`src/rtl/s2mm_pkg.sv`:
```
package s2mm_pkg;

  typedef enum logic [1:0] {
    CS_IDLE = 2'd0,
    CS_WAIT = 2'd1,
    CS_XFER = 2'd2,
    CS_DONE = 2'd3
  } chan_state_t;

  localparam logic [1:0] PH_IDLE = 2'd0;
  localparam logic [1:0] PH_WAIT = 2'd1;
  localparam logic [1:0] PH_XFER = 2'd2;

endpackage

```
`src/rtl/s2mm_bd_table.sv`:
```
module s2mm_bd_table #(
  parameter int NUM_BD = 4,
  parameter int ADDR_W = 12,
  parameter int LEN_W  = 8,
  parameter int LID_W  = 3,
  localparam int BD_W  = $clog2(NUM_BD)
) (
  input  logic              clk,
  input  logic              rst,
  input  logic              wr_en,
  input  logic [BD_W-1:0]   wr_idx,
  input  logic [ADDR_W-1:0] wr_base,
  input  logic [LEN_W-1:0]  wr_len_m1,
  input  logic [LID_W-1:0]  wr_prod,
  input  logic [LID_W-1:0]  wr_cons,
  input  logic [BD_W-1:0]   wr_next,
  input  logic [BD_W-1:0]   rd_idx,
  output logic [ADDR_W-1:0] rd_base,
  output logic [LEN_W-1:0]  rd_len_m1,
  output logic [LID_W-1:0]  rd_prod,
  output logic [LID_W-1:0]  rd_cons,
  output logic [BD_W-1:0]   rd_next
);

  logic [ADDR_W-1:0] base_q [NUM_BD];
  logic [LEN_W-1:0]  len_q  [NUM_BD];
  logic [LID_W-1:0]  prod_q [NUM_BD];
  logic [LID_W-1:0]  cons_q [NUM_BD];
  logic [BD_W-1:0]   next_q [NUM_BD];

  for (genvar g = 0; g < NUM_BD; g++) begin : g_slot
    always_ff @(posedge clk) begin
      if (rst) begin
        base_q[g] <= '0;
        len_q[g]  <= '0;
        prod_q[g] <= '0;
        cons_q[g] <= '0;
        next_q[g] <= '0;
      end else if (wr_en && wr_idx == BD_W'(g)) begin
        base_q[g] <= wr_base;
        len_q[g]  <= wr_len_m1;
        prod_q[g] <= wr_prod;
        cons_q[g] <= wr_cons;
        next_q[g] <= wr_next;
      end
    end
  end

  always_comb begin
    rd_base   = base_q[rd_idx];
    rd_len_m1 = len_q[rd_idx];
    rd_prod   = prod_q[rd_idx];
    rd_cons   = cons_q[rd_idx];
    rd_next   = next_q[rd_idx];
  end

endmodule

```
`src/rtl/s2mm_lock_bank.sv`:
```
module s2mm_lock_bank #(
  parameter int NUM_LOCK = 8,
  parameter int LOCK_W   = 6,
  localparam int LID_W   = $clog2(NUM_LOCK)
) (
  input  logic              clk,
  input  logic              rst,
  input  logic              set_we,
  input  logic [LID_W-1:0]  set_id,
  input  logic [LOCK_W-1:0] set_val,
  input  logic              dma_acq_req,
  input  logic [LID_W-1:0]  dma_acq_id,
  output logic              dma_acq_gnt,
  input  logic              dma_rel_req,
  input  logic [LID_W-1:0]  dma_rel_id,
  input  logic              core_req,
  input  logic              core_rel,
  input  logic [LID_W-1:0]  core_id,
  output logic              core_gnt,
  output logic [LOCK_W-1:0] core_lvl
);

  localparam logic [LOCK_W-1:0] CNT_MAX = '1;

  logic [LOCK_W-1:0] cnt_q [NUM_LOCK];
  logic [LOCK_W-1:0] cnt_d [NUM_LOCK];
  logic              core_blocked;

  always_comb begin
    dma_acq_gnt  = dma_acq_req && (cnt_q[dma_acq_id] != '0);
    core_blocked = (dma_acq_gnt && dma_acq_id == core_id) ||
                   (dma_rel_req && dma_rel_id == core_id) ||
                   (set_we && set_id == core_id);
    core_gnt     = core_req && !core_blocked &&
                   (core_rel || cnt_q[core_id] != '0);
    core_lvl     = cnt_q[core_id];
  end

  always_comb begin
    for (int i = 0; i < NUM_LOCK; i++) begin
      cnt_d[i] = cnt_q[i];
      if (set_we && set_id == LID_W'(i)) begin
        cnt_d[i] = set_val;
      end else if ((dma_acq_gnt && dma_acq_id == LID_W'(i)) ||
                   (core_gnt && !core_rel && core_id == LID_W'(i))) begin
        cnt_d[i] = cnt_q[i] - 1'b1;
      end else if ((dma_rel_req && dma_rel_id == LID_W'(i)) ||
                   (core_gnt && core_rel && core_id == LID_W'(i))) begin
        if (cnt_q[i] != CNT_MAX) cnt_d[i] = cnt_q[i] + 1'b1;
      end
    end
  end

  always_ff @(posedge clk) begin
    for (int i = 0; i < NUM_LOCK; i++) begin
      if (rst) cnt_q[i] <= '0;
      else     cnt_q[i] <= cnt_d[i];
    end
  end

endmodule

```
`src/rtl/s2mm_chan_fsm.sv`:
```
module s2mm_chan_fsm
  import s2mm_pkg::*;
#(
  parameter int DATA_W = 32,
  parameter int ADDR_W = 12,
  parameter int LEN_W  = 8,
  parameter int BD_W   = 2,
  parameter int LID_W  = 3
) (
  input  logic              clk,
  input  logic              rst,
  input  logic              ch_en,
  input  logic [BD_W-1:0]   ch_start_bd,
  input  logic [ADDR_W-1:0] d_base,
  input  logic [LEN_W-1:0]  d_len_m1,
  input  logic [LID_W-1:0]  d_prod,
  input  logic [LID_W-1:0]  d_cons,
  input  logic [BD_W-1:0]   d_next,
  output logic [BD_W-1:0]   cur_bd,
  output logic              acq_req,
  output logic [LID_W-1:0]  acq_id,
  input  logic              acq_gnt,
  output logic              rel_req,
  output logic [LID_W-1:0]  rel_id,
  input  logic              s_valid,
  input  logic [DATA_W-1:0] s_data,
  output logic              s_ready,
  output logic              mem_we,
  output logic [ADDR_W-1:0] mem_addr,
  output logic [DATA_W-1:0] mem_wdata,
  output logic [1:0]        st_phase
);

  chan_state_t       state_q;
  logic [LEN_W-1:0]  wcnt_q;
  logic              accept;

  always_comb begin
    acq_req = (state_q == CS_WAIT) && ch_en;
    acq_id  = d_prod;
    rel_req = (state_q == CS_DONE);
    rel_id  = d_cons;
    s_ready = (state_q == CS_XFER);
    accept  = s_ready && s_valid;
    unique case (state_q)
      CS_IDLE: st_phase = PH_IDLE;
      CS_WAIT: st_phase = PH_WAIT;
      default: st_phase = PH_XFER;
    endcase
  end

  always_ff @(posedge clk) begin
    if (rst) begin
      state_q   <= CS_IDLE;
      cur_bd    <= '0;
      wcnt_q    <= '0;
      mem_we    <= 1'b0;
      mem_addr  <= '0;
      mem_wdata <= '0;
    end else begin
      mem_we <= accept;
      if (accept) begin
        mem_addr  <= d_base + ADDR_W'(wcnt_q);
        mem_wdata <= s_data;
      end
      unique case (state_q)
        CS_IDLE: begin
          if (ch_en) begin
            cur_bd  <= ch_start_bd;
            state_q <= CS_WAIT;
          end
        end
        CS_WAIT: begin
          if (!ch_en) begin
            state_q <= CS_IDLE;
          end else if (acq_gnt) begin
            wcnt_q  <= '0;
            state_q <= CS_XFER;
          end
        end
        CS_XFER: begin
          if (accept) begin
            if (wcnt_q == d_len_m1) state_q <= CS_DONE;
            else                    wcnt_q  <= wcnt_q + 1'b1;
          end
        end
        default: begin
          cur_bd  <= d_next;
          state_q <= ch_en ? CS_WAIT : CS_IDLE;
        end
      endcase
    end
  end

endmodule

```
`src/rtl/s2mm_lock_channel.sv`:
```
module s2mm_lock_channel #(
  parameter int DATA_W   = 32,
  parameter int ADDR_W   = 12,
  parameter int LEN_W    = 8,
  parameter int NUM_BD   = 4,
  parameter int NUM_LOCK = 8,
  parameter int LOCK_W   = 6,
  localparam int BD_W    = $clog2(NUM_BD),
  localparam int LID_W   = $clog2(NUM_LOCK)
) (
  input  logic              clk,
  input  logic              rst,
  input  logic              ch_en,
  input  logic [BD_W-1:0]   ch_start_bd,
  input  logic              bd_we,
  input  logic [BD_W-1:0]   bd_idx,
  input  logic [ADDR_W-1:0] bd_base,
  input  logic [LEN_W-1:0]  bd_len_m1,
  input  logic [LID_W-1:0]  bd_prod_lk,
  input  logic [LID_W-1:0]  bd_cons_lk,
  input  logic [BD_W-1:0]   bd_next,
  input  logic              lk_set,
  input  logic [LID_W-1:0]  lk_set_id,
  input  logic [LOCK_W-1:0] lk_set_val,
  input  logic              s_valid,
  input  logic [DATA_W-1:0] s_data,
  output logic              s_ready,
  output logic              mem_we,
  output logic [ADDR_W-1:0] mem_addr,
  output logic [DATA_W-1:0] mem_wdata,
  input  logic              core_req,
  input  logic              core_rel,
  input  logic [LID_W-1:0]  core_lock,
  output logic              core_gnt,
  output logic [LOCK_W-1:0] core_lvl,
  output logic [BD_W-1:0]   st_bd,
  output logic [1:0]        st_phase
);

  logic [ADDR_W-1:0] d_base;
  logic [LEN_W-1:0]  d_len_m1;
  logic [LID_W-1:0]  d_prod;
  logic [LID_W-1:0]  d_cons;
  logic [BD_W-1:0]   d_next;
  logic              acq_req;
  logic              acq_gnt;
  logic [LID_W-1:0]  acq_id;
  logic              rel_req;
  logic [LID_W-1:0]  rel_id;

  s2mm_bd_table #(
    .NUM_BD(NUM_BD), .ADDR_W(ADDR_W), .LEN_W(LEN_W), .LID_W(LID_W)
  ) bd_i (
    .clk(clk), .rst(rst),
    .wr_en(bd_we), .wr_idx(bd_idx), .wr_base(bd_base),
    .wr_len_m1(bd_len_m1), .wr_prod(bd_prod_lk), .wr_cons(bd_cons_lk),
    .wr_next(bd_next),
    .rd_idx(st_bd), .rd_base(d_base), .rd_len_m1(d_len_m1),
    .rd_prod(d_prod), .rd_cons(d_cons), .rd_next(d_next)
  );

  s2mm_lock_bank #(
    .NUM_LOCK(NUM_LOCK), .LOCK_W(LOCK_W)
  ) lk_i (
    .clk(clk), .rst(rst),
    .set_we(lk_set), .set_id(lk_set_id), .set_val(lk_set_val),
    .dma_acq_req(acq_req), .dma_acq_id(acq_id), .dma_acq_gnt(acq_gnt),
    .dma_rel_req(rel_req), .dma_rel_id(rel_id),
    .core_req(core_req), .core_rel(core_rel), .core_id(core_lock),
    .core_gnt(core_gnt), .core_lvl(core_lvl)
  );

  s2mm_chan_fsm #(
    .DATA_W(DATA_W), .ADDR_W(ADDR_W), .LEN_W(LEN_W),
    .BD_W(BD_W), .LID_W(LID_W)
  ) fsm_i (
    .clk(clk), .rst(rst), .ch_en(ch_en), .ch_start_bd(ch_start_bd),
    .d_base(d_base), .d_len_m1(d_len_m1), .d_prod(d_prod),
    .d_cons(d_cons), .d_next(d_next), .cur_bd(st_bd),
    .acq_req(acq_req), .acq_id(acq_id), .acq_gnt(acq_gnt),
    .rel_req(rel_req), .rel_id(rel_id),
    .s_valid(s_valid), .s_data(s_data), .s_ready(s_ready),
    .mem_we(mem_we), .mem_addr(mem_addr), .mem_wdata(mem_wdata),
    .st_phase(st_phase)
  );

endmodule

```
`config.mk`:
```
export PLATFORM = sky130hd
export DESIGN_NAME = s2mm_lock_channel
export DESIGN_NICKNAME = d
export VERILOG_FILES = /design/src/rtl/s2mm_pkg.sv /design/src/rtl/s2mm_bd_table.sv /design/src/rtl/s2mm_lock_bank.sv /design/src/rtl/s2mm_chan_fsm.sv /design/src/rtl/s2mm_lock_channel.sv
export SDC_FILE = /design/constraint.sdc
export NUM_CORES = 1
export LEC_CHECK = 0
export BUFFER_PORTS_ARGS = -buffer_cell sky130_fd_sc_hd__buf_4
export CELL_PAD_IN_SITES_DETAIL_PLACEMENT = 0
export CELL_PAD_IN_SITES_GLOBAL_PLACEMENT = 1
export CORE_MARGIN = 1.5
export CORE_UTILIZATION = 42
export CTS_CLUSTER_DIAMETER = 200
export DETAILED_ROUTE_END_ITERATION = 10
export PLACE_DENSITY_LB_ADDON = 0.1
export SYNTH_ARGS = -nofsm -noshare
export SYNTH_HDL_FRONTEND = slang
export SYNTH_SLANG_ARGS = --single-unit
```
`constraint.sdc`:
```
create_clock -name clk -period 4.33 [get_ports clk]
set_input_delay 0.866 -clock clk [delete_from_list [all_inputs] [get_ports clk]]
set_output_delay 0.866 -clock clk [all_outputs]
set_load 0.05 [all_outputs]
```
Word-level counts from Yosys, hierarchy flattened --
Memories as Yosys holds them, arrays and structs flattened. A register that Yosys moved wholly into a read port is not among the register bits. Cells that the tools add are included.
Word-level totals: ROM bits 0, register bits 57, input port bits 84, output and inout port bits 57, memories kept 6, bits in latches 0, memory bits (writable) 160, logic and storage cells 300
Memory list:
- bd_i.base_q | depth 4, bits a word 12, rd ports 1, clocked after Yosys merged registers in 1, write ports 4, RTL line s2mm_bd_table.sv:25 | logic [ADDR_W-1:0] base_q [NUM_BD];
- lk_i.cnt_q | depth 8, bits a word 6, rd ports 10, clocked after Yosys merged registers in 0, write ports 8, RTL line s2mm_lock_bank.sv:25 | logic [LOCK_W-1:0] cnt_q [NUM_LOCK];
- bd_i.len_q | depth 4, bits a word 8, rd ports 1, clocked after Yosys merged registers in 1, write ports 4, RTL line s2mm_bd_table.sv:26 | logic [LEN_W-1:0] len_q [NUM_BD];
- bd_i.cons_q | depth 4, bits a word 3, rd ports 1, clocked after Yosys merged registers in 1, write ports 4, RTL line s2mm_bd_table.sv:28 | logic [LID_W-1:0] cons_q [NUM_BD];
- bd_i.prod_q | depth 4, bits a word 3, rd ports 1, clocked after Yosys merged registers in 1, write ports 4, RTL line s2mm_bd_table.sv:27 | logic [LID_W-1:0] prod_q [NUM_BD];
- bd_i.next_q | depth 4, bits a word 2, rd ports 1, clocked after Yosys merged registers in 1, write ports 4, RTL line s2mm_bd_table.sv:29 | logic [BD_W-1:0] next_q [NUM_BD];
Cells by class: divide/modulo/power cells 0, multiply operators 0, $lt $le $gt $ge 0, bitwise gates (word level) 29, reductions and logical operators 88, shift operators 0, equal/unequal tests 53, $add $sub $neg 18, mux-type cells 100
Operator list (number):
- $mux W6 | 40
- $mux W8 | 8
- $logic_and A1 B1 Y1 | 54
- $add A6 B1 Y6 const B | 8
- $eq A3 B3 Y1 const B | 16
- $mux W12 | 4
- $ne A6 B6 Y1 const B | 8
- $sub A6 B1 Y6 const B | 8
- $mux W2 | 20
- $or A1 B1 Y1 | 28
- $eq A3 B2 Y1 const B | 8
- $mux W3 | 8
- $logic_or A1 B1 Y1 | 19
- $mux W1 | 16
- $pmux W8 S2 | 1
- $add A12 B8 Y12 | 1
- $eq A3 B1 Y1 const B | 4
- $logic_not A3 Y1 | 4
- $reduce_bool A6 Y1 | 2
- $eq A3 B3 Y1 | 3
- $add A8 B1 Y8 const B | 1
- $eq A2 B2 Y1 const B | 4
- $eq A8 B8 Y1 | 1
- $ne A2 B2 Y1 const B | 4
- 13 further kinds | 18

Longest topological paths before layout --
depth in word-level cells 16, mapped depth 19, gate-level depth less buffers 16

By module --
A second synthesis with hierarchy kept.
Second synthesis, totals: cells, all modules 1280, area, all modules 12673.4 um2
By module, submodules not included:
- s2mm_lock_bank | seq. area each 960.9 um2, cells an instance 609, area each 4959.8 um2, instances 1
- s2mm_bd_table | seq. area each 3363.2 um2, cells an instance 313, area each 4862.2 um2, instances 1
- s2mm_chan_fsm | seq. area each 1141.1 um2, cells an instance 358, area each 2851.5 um2, instances 1

Worst setup path before layout --
OpenSTA, ideal clock, no wires.
kind input-to-reg, start point input core_lock[0], end point memory lk_i.cnt_q[3][5], data required time 4198 ps, slack -242 ps, path buffers 2, setup time 132 ps, stages on the path 16, arrival 4440 ps, cell sequence buf_2 -> mux4_2 -> mux2_2 -> a2111oi_2 -> o31ai_1 -> and2_1 -> a31o_1 -> buf_2 -> ha_1 -> a21o_1 -> a21oi_1 -> o21bai_1 -> a21oi_1 -> nor4_1 -> a221oi_1 -> a31oi_1
RTL lines:
- start, declared | RTL line s2mm_lock_channel.sv:33 | input logic [LID_W-1:0] core_lock,
- end, declared | RTL line s2mm_lock_bank.sv:25

==> summary.md <==
| Metric | Value |
|---|---|
| Outcome | `finished, final reports clean` |
| Avg WL per Cell | `roughly 19 um` |
| First-pass GRT wire length | `around 55000 um` |
| Ys Warns | `0` |
| Syn nets | `approximately 1400` |
| Commonest non-fill, non-tap cell in the layout | `buf_4` |
| Core Util, Final | `a little over half` |
| Area delta synth->final | `22.5%` |
| Hold depth | `2` |
| Root Buffer | `clkbuf_16` |
| Syn avg cell area | `around 10 um2` |
| Largest net degree at the start of global routing | `62` |
| Actual slew at the worst max-slew pin | `1.10 ns` |
| Num CTS Buffers | `27` |
| FFs w/ async S/R, synth | `0%` |
| H-tree Lvls | `1` |
| Fmax | `between 200 and 250 MHz` |
| Initial DRC count | `around 590` |
| CP arrival | `4.48 ns` |
| Die X | `~180 um` |
| # DRC | `0` |
| Min Hold Slack | `0.451 ns` |
| Post-route setup slack | `between 0.2 and 0.3 ns` |
| Initial DRT Pass Iterations | `7` |
| Hold Violations, Final | `0` |
| Core area | `approximately 30000 um2` |
| Critical Path RT | `roughly 4.7 ns` |
| Post-layout nets | `about 1600` |
| Antenna-violating nets left | `0` |
| CP max-delay cell | `mux4_2` |
| Critical Path Start Type | `flop` |
| Synth cell types | `75` |
| R2r worst-path depth | `17` |
| IO Pins | `approximately 140` |
| Final-report max-slew violation count | `0` |
| Initial core utilization | `around 43%` |
| PD cells | `between 400 and 500 nW/um2` |
| Min Tclk post-route | `4.08 ns` |
| Vias | `approximately 10000` |
| Commonest cells after routing, fill and taps aside | `buf_4, nand2_1, and2_1` |
| Leak | `around 6.3 nW` |
| Post-Synthesis Cells | `1238` |
| Max-cap viol count | `0` |
| Xor/xnor share of the synthesized area | `3.73%` |
| Die Span Y | `around 180 um` |
| Die area | `around 31000 um2` |
| CP bufs+invs | `5` |
| Setup CP Type | `reg2reg` |
| Yosys top cell by area | `edfxtp_1` |
| Flops & latches, synth | `between 200 and 250` |
| Hold_buf cts | `0` |
| Fraction of layout cells with a size suffix above 1 | `between 20% and 30%` |
| Compound-Gate Fraction of Synth Area | `between 10% and 20%` |
| Max rail drop VDD | `around 310 uV` |
| Final worst clock skew | `0.0156 ns` |
| Seq/Total Area, Yosys | `approximately 43%` |
| GRT Total Usage | `a little under a quarter` |
| Syn Std Cell Area | `12700 um2` |
| Ant diodes | `0` |
| CTS tree | `built` |
| Worst-path fanout max | `10` |
| RSZ-0062 raised after global routing | `false` |
| Adder-cell share of the synthesized area | `under 10%` |
| Cell family with most CP delay | `compound AO/OA/AOI/OAI gates` |
| Initial antenna violation count | `0` |
| Std-Cell Rows | `63` |
| Crit. End Element | `flop` |
| Crit-path max cell delay | `roughly 0.60 ns` |
| Hold Crit Start | `fsm_i.mem_addr[8]` |
| Longest Clk Path Bufs | `3` |
| Reg-to-reg slack, setup | `between 0.2 and 0.3 ns` |
| Post-synthesis mux area share | `about a tenth` |
| Routed vias/inst | `approximately 5.5` |
| HP Class | `reg2reg` |
| Clock Latency Late Sink | `roughly 0.56 ns` |
| Worst rel slew slack | `between 20% and 30%` |
| Fin crit share | `about 94%` |
| Synth top area share | `approximately a quarter` |
| Ys flop type | `edfxtp_1` |
| Clock-pin slew on the worst setup and hold paths | `roughly 0.06 ns` |
| Dpl ws | `-0.216 ns` |
| Main combinational cell family by area after synthesis | `simple AND/OR/NAND/NOR gates` |
| Min-Delay Endpoint | `fsm_i.mem_addr[8]` |
| RePlAce Congestion | `around 0.86` |
| Vias in the first global route | `between 9000 and 10000` |
| Reg-to-Reg End | `lk_i.cnt_q[3][5]` |
| Post-synth EDFFs | `112` |
| Crit path top cell by count | `buf_4` |
| Clock sink count | `219` |
| Post-Synth Simple-Gate Area | `around a fifth` |
| Cells along the critical path | `mux4_2 > buf_4 > nand3_1 > o41ai_1 > buf_4 > a221oi_1 > buf_4 > nand3_1 > a31o_1 > buf_4 > ha_1 > inv_1 > o21bai_1 > a21oi_2 > nor4_1 > a221oi_1 > a31oi_1` |
| DPL Wire Length | `~25000 um` |
| Post-Route WL | `around 35000 um` |
| Ranking of synthesized cells by area | `edfxtp_1, dfxtp_1, mux4_2` |
| Endpoints failing setup | `0` |
| Port buffer count | `140` |
| GRT Residual Overflow | `0` |
==> state kept, by name (all words and copies together) (netlist names), 8 cells and up, named ones only <==
name             cells
bd_i.base_q         48
lk_i.cnt_q          48
fsm_i.wcnt_q         8
bd_i.len_q          32
fsm_i.mem_addr      12
fsm_i.mem_wdata     32
bd_i.cons_q         12
bd_i.next_q          8
bd_i.prod_q         12
==> worst max-delay path by stage <==
stage,start,cells past startpoint,endpoint
2_1_floorplan,core_lock[1],16,lk_i.cnt_q[4][5]
3_3_place_gp,core_lock[1],15,lk_i.cnt_q[3][5]
3_5_place_dp,core_lock[1],15,lk_i.cnt_q[1][5]
4_1_cts,flop,15,lk_i.cnt_q[1][5]
5_1_grt,flop,17,lk_i.cnt_q[3][4]
6_report,flop,17,lk_i.cnt_q[3][5]
==> tightest hold or removal path, cell delays in order, from the launching register on <==
cell	delay (ns)
dfxtp_1	0.31
nand2_1	0.05
a21oi_1	0.05
==> cell usage after synthesis, types with 24 or more instances <==
library cell,instances
a211oi_1,28
a21oi_1,86
and2_1,119
clkbuf_1,44
dfxtp_1,107
edfxtp_1,112
ha_1,46
inv_1,26
mux2i_1,32
mux4_2,37
nand2_1,135
nand3_1,27
nor2_1,89
o21ai_0,24
xnor2_1,29
xor2_1,25
==> repair_timing <==
action | CTS | global route
endpoints found under the setup margin | 0 | 8
buffers inserted | 0 | 5
gates resized for setup | 0 | 2
==> power breakdown <==
part	internal [mW]	switching (mW)
clock	1.24	0.894
combinational	0.949	1.25
sequential	2.36	0.161
==> stage by stage <==
| step | power (mW) | cell area [um2] | std cells | TNS [ns] |
|---|---|---|---|---|
| 2_1_floorplan | 4.02 | 12700 | 1238 | 0 |
| 3_3_place_gp | 4.73 | 14600 | 1783 | -1.06 |
| 4_1_cts | 6.89 | 15500 | 1830 | 0 |
| 5_1_grt | 7.22 | 15500 | 1835 | 0 |
| 3_5_place_dp | 4.74 | 14600 | 1783 | -2.12 |
| 6_report | 6.86 | 15500 | 1835 | 0 |
==> routing by layer <==
layer	wire (um)	track usage (%)	part of all wire, %	vias up
met5	0	0	0	-
met4	784	6.18	2.2	0
met3	1650	3.29	4.7	47
met2	17100	38.2	48	233
met1	15700	30.6	45	4799
li1	-	-	-	4945
==> final cells by class <==
type                    count  area, um2
clock buffers              36        729
well taps                 390        488
multi-input cells         930       6910
fillers                  2760      14100
flip-flops and latches    219       5510
repair buffers            221       1670
clock inverters            11        104
inverters                  28        105
==> logic make-up after synthesis <==
family	after synthesis
adders and majority gates	55
DFF	219
muxes	82
buffers and inverters	89
xor gates and xnor gates	54
and+or+nand+nor	496
AOI/OAI and AO/OA	243
No activity file was read; power rests on OpenSTA's default activity.
